**config.mk**
```make
export PLATFORM = sky130hd
export DESIGN_NAME = burst_addr_gen
export DESIGN_NICKNAME = d
export VERILOG_FILES = /design/src/rtl/burst_pkg.sv /design/src/rtl/burst_cmd_dec.sv /design/src/rtl/burst_beat_ctr.sv /design/src/rtl/burst_offset_map.sv /design/src/rtl/burst_addr_gen.sv
export SDC_FILE = /design/constraint.sdc
export NUM_CORES = 1
export LEC_CHECK = 0
export BUFFER_PORTS_ARGS = -buffer_cell sky130_fd_sc_hd__buf_2
export CORE_MARGIN = 10
export CORE_UTILIZATION = 49
export CTS_BUF_LIST = sky130_fd_sc_hd__clkbuf_8
export CTS_CLUSTER_DIAMETER = 40
export CTS_CLUSTER_SIZE = 8
export DETAILED_ROUTE_END_ITERATION = 12
export PLACE_DENSITY = 0.87
export RECOVER_POWER = 50
export SYNTH_ARGS = -nofsm -noshare
export SYNTH_HDL_FRONTEND = slang
export SYNTH_SLANG_ARGS = --single-unit
```
**constraint.sdc**
```tcl
create_clock -name clk -period 1.35 [get_ports clk]
set_clock_uncertainty 0.05 [all_clocks]
set_input_delay 0.2025 -clock clk [delete_from_list [all_inputs] [get_ports clk]]
set_output_delay 0.2025 -clock clk [all_outputs]
set_load 0.1 [all_outputs]
```
**src/rtl/burst_pkg.sv**
```systemverilog
package burst_pkg;

  typedef enum logic {
    ORDER_LINEAR = 1'b0,
    ORDER_XOR    = 1'b1
  } order_e;

  typedef enum logic [1:0] {
    CMD_HOLD  = 2'd0,
    CMD_LOAD  = 2'd1,
    CMD_STEP  = 2'd2,
    CMD_DESEL = 2'd3
  } cmd_e;

endpackage

```
**src/rtl/burst_cmd_dec.sv**
```systemverilog
module burst_cmd_dec
  import burst_pkg::*;
(
  input  logic clk_en_n,
  input  logic advance,
  input  logic chip_sel,
  input  logic active,
  output cmd_e cmd
);

  always_comb begin
    cmd = CMD_HOLD;
    if (!clk_en_n) begin
      if (advance) begin
        // Chip select is not consulted while stepping.
        cmd = active ? CMD_STEP : CMD_HOLD;
      end else begin
        cmd = chip_sel ? CMD_LOAD : CMD_DESEL;
      end
    end
  end

endmodule

```
**src/rtl/burst_beat_ctr.sv**
```systemverilog
module burst_beat_ctr
  import burst_pkg::*;
#(
  parameter int unsigned OFF_W = 2
) (
  input  logic             clk,
  input  logic             rst_n,
  input  cmd_e             cmd,
  output logic [OFF_W-1:0] beat
);

  logic [OFF_W-1:0] beat_q;
  logic [OFF_W-1:0] beat_d;

  always_comb begin
    beat_d = beat_q;
    case (cmd)
      CMD_LOAD: beat_d = '0;
      CMD_STEP: beat_d = beat_q + OFF_W'(1);
      default:  beat_d = beat_q;
    endcase
  end

  always_ff @(posedge clk or negedge rst_n) begin
    if (!rst_n) beat_q <= '0;
    else        beat_q <= beat_d;
  end

  assign beat = beat_q;

  AST_BEAT_RESTART: assert property (@(posedge clk) disable iff (!rst_n)
    (cmd == CMD_LOAD) |=> (beat == '0));

endmodule

```
**src/rtl/burst_offset_map.sv**
```systemverilog
module burst_offset_map
  import burst_pkg::*;
#(
  parameter int unsigned OFF_W = 2
) (
  input  order_e           order,
  input  logic [OFF_W-1:0] start_off,
  input  logic [OFF_W-1:0] beat,
  output logic [OFF_W-1:0] off
);

  logic [OFF_W-1:0] lin_off;
  logic [OFF_W-1:0] xor_off;

  assign lin_off = start_off + beat;
  assign xor_off = start_off ^ beat;

  always_comb begin
    off = (order == ORDER_XOR) ? xor_off : lin_off;
  end

endmodule

```
**src/rtl/burst_addr_gen.sv**
```systemverilog
module burst_addr_gen
  import burst_pkg::*;
#(
  parameter int unsigned ADDR_W    = 20,
  parameter int unsigned BURST_LEN = 4
) (
  input  logic              clk,
  input  logic              rst_n,
  input  logic              clk_en_n,
  input  logic              advance,
  input  logic              chip_sel,
  input  logic              seq_mode,
  input  logic              wr_en,
  input  logic [ADDR_W-1:0] start_addr,
  output logic [ADDR_W-1:0] addr,
  output logic              is_write,
  output logic              valid
);

  localparam int unsigned OFF_W = $clog2(BURST_LEN);

  // Reset: asynchronous assertion, two-stage synchronous release.
  logic [1:0] rst_pipe_q;
  logic       rst_sync_n;

  always_ff @(posedge clk or negedge rst_n) begin
    if (!rst_n) rst_pipe_q <= 2'b00;
    else        rst_pipe_q <= {rst_pipe_q[0], 1'b1};
  end

  assign rst_sync_n = rst_pipe_q[1];

  cmd_e             cmd;
  logic [ADDR_W-1:0] base_q, base_d;
  order_e            order_q, order_d;
  logic              wr_q, wr_d;
  logic              valid_q, valid_d;
  logic [OFF_W-1:0]  beat;
  logic [OFF_W-1:0]  off;

  burst_cmd_dec u_cmd_dec (
    .clk_en_n (clk_en_n),
    .advance  (advance),
    .chip_sel (chip_sel),
    .active   (valid_q),
    .cmd      (cmd)
  );

  burst_beat_ctr #(.OFF_W(OFF_W)) u_beat_ctr (
    .clk   (clk),
    .rst_n (rst_sync_n),
    .cmd   (cmd),
    .beat  (beat)
  );

  burst_offset_map #(.OFF_W(OFF_W)) u_offset_map (
    .order     (order_q),
    .start_off (base_q[OFF_W-1:0]),
    .beat      (beat),
    .off       (off)
  );

  always_comb begin
    base_d  = base_q;
    order_d = order_q;
    wr_d    = wr_q;
    valid_d = valid_q;
    case (cmd)
      CMD_LOAD: begin
        base_d  = start_addr;
        order_d = order_e'(seq_mode);
        wr_d    = wr_en;
        valid_d = 1'b1;
      end
      CMD_DESEL: valid_d = 1'b0;
      default: ;
    endcase
  end

  always_ff @(posedge clk or negedge rst_sync_n) begin
    if (!rst_sync_n) begin
      base_q  <= '0;
      order_q <= ORDER_LINEAR;
      wr_q    <= 1'b0;
      valid_q <= 1'b0;
    end else begin
      base_q  <= base_d;
      order_q <= order_d;
      wr_q    <= wr_d;
      valid_q <= valid_d;
    end
  end

  assign addr     = {base_q[ADDR_W-1:OFF_W], off};
  assign is_write = wr_q;
  assign valid    = valid_q;

  AST_STALL_FREEZE: assert property (@(posedge clk) disable iff (!rst_sync_n)
    clk_en_n |=> ($stable(addr) && $stable(is_write) && $stable(valid)));

  AST_ADV_KEEPS_TYPE: assert property (@(posedge clk) disable iff (!rst_sync_n)
    (!clk_en_n && advance) |=> ($stable(is_write) && $stable(valid)));

  AST_UPPER_FIXED: assert property (@(posedge clk) disable iff (!rst_sync_n)
    (!clk_en_n && advance) |=> $stable(addr[ADDR_W-1:OFF_W]));

  AST_LINEAR_STEP: assert property (@(posedge clk) disable iff (!rst_sync_n)
    (!clk_en_n && advance && valid && order_q == ORDER_LINEAR)
      |=> (addr[OFF_W-1:0] == OFF_W'($past(addr[OFF_W-1:0]) + OFF_W'(1))));

  AST_IDLE_NO_START: assert property (@(posedge clk) disable iff (!rst_sync_n)
    (!clk_en_n && advance && !valid) |=> !valid);

  AST_DESEL_ENDS: assert property (@(posedge clk) disable iff (!rst_sync_n)
    (!clk_en_n && !advance && !chip_sel) |=> !valid);

endmodule

```
== Word-level counts from Yosys, hierarchy flattened ==
Index checks and enable logic that the tools add are counted.

* Bits in read-only memories: 0
* Logic and storage cells: 21
* Memories: 0
* RAM bits: 0
* Register bits: 27
* Latch bits: 0
* Bits of input ports: 27

* Multiplexer cells: 7
* Shift operators: 0
* Bitwise logic cells: 1
* Add/sub/neg operators: 2
* Reduce and logical (&&, ||, !) cells: 2
* Order comparisons: 0
* Divide/modulo/power cells: 0
* Equality and inequality tests: 3
* $mul: 0

{| class="wikitable"
|+ Operators with widths
! cell !! count
|-
| two-way mux 2 bit || 5
|-
| == test 2 bit (second input constant) || 2
|-
| case mux 2 bit (2 select lines) || 1
|-
| nonzero test 2 bit || 2
|-
| adder 2 x 1 -> 2 bit (second input constant) || 1
|-
| adder 2 bit || 1
|-
| == test 2 x 1 -> 1 bit (second input constant) || 1
|-
| case mux 1 bit (2 select lines) || 1
|-
| XOR 2 bit || 1
|}

== Longest topological paths before layout ==
* Word-level depth: 5
* Mapped depth: 5
* Mapped depth without buffers: 5

== Modules after synthesis ==
From an unflattened synthesis, not the netlist that was laid out.

* Cell total of the unflattened synthesis: 91
* Area, all modules: 1,312.5 um^2

{| class="wikitable"
|+ By module, submodules not included
! module !! seq. area each (um^2) !! cells an instance !! times used !! area an instance (um^2)
|-
| burst_addr_gen || 625.6 || 72 || 1 || 1,149.9
|-
| burst_beat_ctr || 50.0 || 11 || 1 || 103.8
|-
| burst_offset_map || 0.0 || 4 || 1 || 36.3
|-
| burst_cmd_dec || 0.0 || 4 || 1 || 22.5
|}

== Least setup slack after synthesis ==
Ideal clock, no wire load.

* Path kind: register to output
* Start point: reg u_beat_ctr.beat_q[0], in the netlist u_beat_ctr.beat[0]
* End point: out addr[1]
* Data arrival time: 2,237 ps
* Stages on the path, launching flop included: 4
* Setup slack: -1,139 ps
* Buffers on the path: 0
* Path through: dfrtp_1 > ha_1 > nor2b_1 > xnor2_1

* Cells in the longest elaborated chain, start to end: 2

{| class="wikitable"
|+ Ends and longest elaborated chain
! element !! RTL line !! RTL
|-
| start, declared || burst_beat_ctr.sv:12 || <nowiki>logic [OFF_W-1:0] beat_q;</nowiki>
|-
| start signal, assigned || burst_beat_ctr.sv:26 || <nowiki>else beat_q <= beat_d;</nowiki>
|-
| adder 2 bit || burst_offset_map.sv:15 || <nowiki>assign lin_off = start_off + beat;</nowiki>
|-
| two-way mux 2 bit || burst_offset_map.sv:19 || <nowiki>off = (order == ORDER_XOR) ? xor_off : lin_off;</nowiki>
|-
| end, declared || burst_addr_gen.sv:15 || <nowiki>output logic [ADDR_W-1:0] addr,</nowiki>
|}

Every way passes these cells.

== Worst setup path after layout ==
* Start point: reg base_q[0]
* End point: out addr[1]

* Cells in the longest elaborated chain, start to end: 2

{| class="wikitable"
|+ Ends and longest elaborated chain
! element !! RTL line !! RTL
|-
| start, declared || burst_addr_gen.sv:34 || <nowiki>logic [ADDR_W-1:0] base_q, base_d;</nowiki>
|-
| start signal, assigned || burst_addr_gen.sv:87 || <nowiki>base_q <= base_d;</nowiki>
|-
| adder 2 bit || burst_offset_map.sv:15 ||
|-
| two-way mux 2 bit || burst_offset_map.sv:19 ||
|}

Every way passes these cells.

==> impl_metrics.sql <==
INSERT INTO impl_metrics (metric_group, metric, value, unit) VALUES
('synth', 'post_synthesis_mux_area_share', '0.200', ''),
('routing', 'detail_route.drc_violations', '0', ''),
('routing', 'avgViaCountPerCell', '4.90', ''),
('cells_and_area', 'layout_commonest_cell', 'sky130_fd_sc_hd__buf_2', ''),
('setup_path', 'worstSetupStartpointType', 'flip-flop', ''),
('cells_and_area', 'finish.cell_count_without_fillers', '170', ''),
('global_route', 'first_pass_grt_wire_length', '4800', 'microns'),
('cts', 'cts.sinks', '27', ''),
('place', 'count_of_placed_standard_cells_including_taps', '158', ''),
('synth', 'synth_area_per_cell', '13.5', 'sq um'),
('pwr', 'cell_internal_pwr', '1.67', 'mW'),
('sta', 'rsz0062_at_grt', 'yes', ''),
('synth', 'combinational_family_with_the_most_area_after_synthesis', 'multiplexers', ''),
('floorplanning', 'die_width', '70.3', 'microns'),
('synth', 'post_synth_xor_area_fraction', '0.0141', ''),
('sta', 'fin_crit_share', '1.19', ''),
('floorplanning', 'initial_utilization', '0.505', ''),
('cells_and_area', 'multiInputGateArea', '543', 'sq um'),
('floorplanning', 'floorplan.io_pins', '49', ''),
('place', 'port_buffers', '48', ''),
('cts', 'clock_network_latency_to_the_later_pin_of_the_worst_skew_pair', '0.27', 'ns'),
('sta', 'min_clock_period_post_route', '1.61', 'ns'),
('setup_path', 'critical_path_arrival', '1.36', 'ns'),
('pwr', 'max-vdd-ir-drop', '1.26', 'mV'),
('pwr', 'p_clk_frac', '0.135', ''),
('sta', 'slew_headroom', '0.441', ''),
('cells_and_area', 'num-fill-cells', '170', ''),
('sta', 'timing.setup.tns', '-3.78', 'ns'),
('setup_path', 'crit_required', '1.10', 'ns'),
('sta', 'whs', '0.109', 'ns'),
('floorplanning', 'floorplan.die.height', '70.3', 'microns'),
('pwr', 'power.net_switching', '1.54', 'mW'),
('floorplanning', 'placeableCoreArea', '2450', 'sq um'),
('cells_and_area', 'layout.cells.most_common_list', 'sky130_fd_sc_hd__buf_2 (37), sky130_fd_sc_hd__dfrtp_1 (26), sky130_fd_sc_hd__mux2_4 (22)', ''),
('setup_path', 'crit_type', 'flip-flop to output port', ''),
('sta', 'setup-violations-final', '24', ''),
('worst_hold_path', 'hold_path_class', 'input pin to flip-flop', ''),
('routing', 'route.final.wire_length', '2900', 'microns'),
('cts', 'max-clock-path-buffers', '2', ''),
('cts', 'clock_tree.root_cell', 'sky130_fd_sc_hd__clkbuf_8', ''),
('cells_and_area', 'post_route_cells_drive_above_1_share', '0.664', ''),
('global_route', 'grt-ovfl-total', '0', ''),
('floorplanning', 'die_footprint', '4940', 'sq um'),
('place', 'gp_routability_congestion', '0.736', ''),
('cells_and_area', 'post-route-util', '0.722', ''),
('synth', 'mappedNetlistArea', '1240', 'sq um'),
('pwr', 'switching_share', '0.479', ''),
('synth', 'ys_types', '18', ''),
('status', 'run_status', 'finished, violations left', ''),
('cts', 'clk_pin_slew', '0.09', 'ns'),
('setup_path', 'path_max_fanout', '2', ''),
('sta', 'finalHoldViolations', '0', ''),
('synth', 'syn-instance-count', '92', ''),
('global_route', 'grt_max_degree', '17', ''),
('routing', 'detailedRoute.firstIterationViolations', '26', ''),
('pwr', 'combinationalPowerShare', '0.543', ''),
('sta', 'slew_viol_final', '0', ''),
('pwr', 'share_seq_of_total_power', '0.322', ''),
('synth', 'synth_adder_area_share', '0.0404', ''),
('cts', 'cts_made_buffers', '3', ''),
('global_route', 'track_usage', '0.121', ''),
('sta', 'postLayoutSetupSlackWorst', '-0.259', 'ns'),
('status', 'violations', 'negative setup slack', ''),
('cells_and_area', 'area_growth_syn_to_layout', '43.0', '%'),
('routing', 'via_count', '833', ''),
('cells_and_area', 'final_nets', '172', ''),
('cts', 'clock_tree_from_tritoncts', 'done', ''),
('floorplanning', 'floorplan.rows', '18', ''),
('routing', 'antenna_violating_nets_post_route', '0', ''),
('cts', 'level_count_of_the_clock_h_tree', '1', ''),
('run', 'max_cap_viol_count', '0', '');
-- synthesized netlist by cell type --
master / instances / area (sq um)
sky130_fd_sc_hd__a21o_1: 1 / 7.51
sky130_fd_sc_hd__a21oi_1: 1 / 5.00
sky130_fd_sc_hd__buf_4: 18 / 135
sky130_fd_sc_hd__buf_6: 2 / 22.5
sky130_fd_sc_hd__conb_1: 1 / 3.75
sky130_fd_sc_hd__dfrtp_1: 27 / 676
sky130_fd_sc_hd__ha_1: 4 / 50.1
sky130_fd_sc_hd__inv_1: 2 / 7.51
sky130_fd_sc_hd__mux2_2: 22 / 248
sky130_fd_sc_hd__nand2_1: 3 / 11.3
sky130_fd_sc_hd__nand2b_1: 1 / 6.26
sky130_fd_sc_hd__nand4bb_1: 1 / 11.3
sky130_fd_sc_hd__nor2_1: 1 / 3.75
sky130_fd_sc_hd__nor2b_1: 1 / 6.26
sky130_fd_sc_hd__o211ai_1: 1 / 7.51
sky130_fd_sc_hd__o21ai_0: 3 / 15.0
sky130_fd_sc_hd__or2_2: 1 / 6.26
sky130_fd_sc_hd__xnor2_1: 2 / 17.5
-- cells by family (layout without fill, tap and decap cells) --
logic type | after synthesis | count (layout)
buffers and inverters | 22 | 70
AOI/OAI and AO/OA | 6 | 6
other | 1 | 1
and+or+nand+nor | 8 | 8
xor gates and xnor gates | 2 | 2
adders and majority gates | 4 | 4
DFF | 27 | 27
muxes | 22 | 22
-- worst paths after layout --
kind / from / to / cells past startpoint
worst min-delay path: start_addr[16] / base_q[16] / 2
worst max-delay path: base_q[0] / addr[1] / 4
max in group asynchronous: rst_pipe_q[1] / base_q[7] / 1
worst min register to register: rst_pipe_q[1] / u_beat_ctr.beat[0] / 1
worst max register to register: valid / base_q[8] / 5
min in group asynchronous: rst_n / rst_pipe_q[0] / 2
-- stage by stage --
stage	total power, mW	cell area, sq um	setup WS, ns
after floorplan	2.43	1280	-0.278
after global placement	2.59	1510	-0.197
after detailed placement	2.62	1510	-0.265
after CTS	3.18	1730	-0.241
after global routing	3.34	1770	-0.347
final	3.22	1770	-0.259
-- registers in the layout, summed over array words and instances, names as in the netlist --
register and flops:
u_beat_ctr.beat 2, valid 1, base_q 20, is_write 1
rst_pipe_q 2, order_q 1
-- power groups by stage --
stage                     registers [mW]  clock network, mW  logic [mW]
after floorplan                     1.10                  0        1.33
after global placement              1.03                  0        1.56
after detailed placement            1.04                  0        1.59
after CTS                           1.03              0.437        1.71
after global routing                1.06              0.475        1.81
final                               1.03              0.435        1.75
-- per-layer routing --
| layer | GRT usage | share of wire | up-vias |
|---|---|---|---|
| li1 | - | - | 385 |
| met1 | 0.127 | 0.41 | 415 |
| met2 | 0.216 | 0.51 | 28 |
| met3 | 0.0395 | 0.066 | 5 |
| met4 | 0.0461 | 0.014 | 0 |
| met5 | 0 | 0 | - |
-- cell type report --
cell class	instances	share of cell area
flip-flops and latches	27	0.383
multi-input cells	43	0.306
repair buffers	64	0.260
clock buffers	3	0.0233
well taps	30	0.0212
inverters	2	0.00423
clock inverters	1	0.00212
-- critical path, cell delays in order (launching register included) --
cell                      delay [ns]
sky130_fd_sc_hd__dfrtp_1        0.41
sky130_fd_sc_hd__ha_4           0.15
sky130_fd_sc_hd__nor2b_4        0.20
sky130_fd_sc_hd__xnor2_4        0.14
sky130_fd_sc_hd__buf_12         0.19
-- what timing repair did --
item                                    in CTS  in global routing
pin swaps                                    3                  5
resized for setup                           27                 13
hold buffers                                 1                  0
endpoints found under the hold margin        2                  0
buffers inserted                             4                  2
cloned                                       1                  0
endpoints found under the setup margin      24                 32
Note: power is estimated with default switching activity, not from simulation.
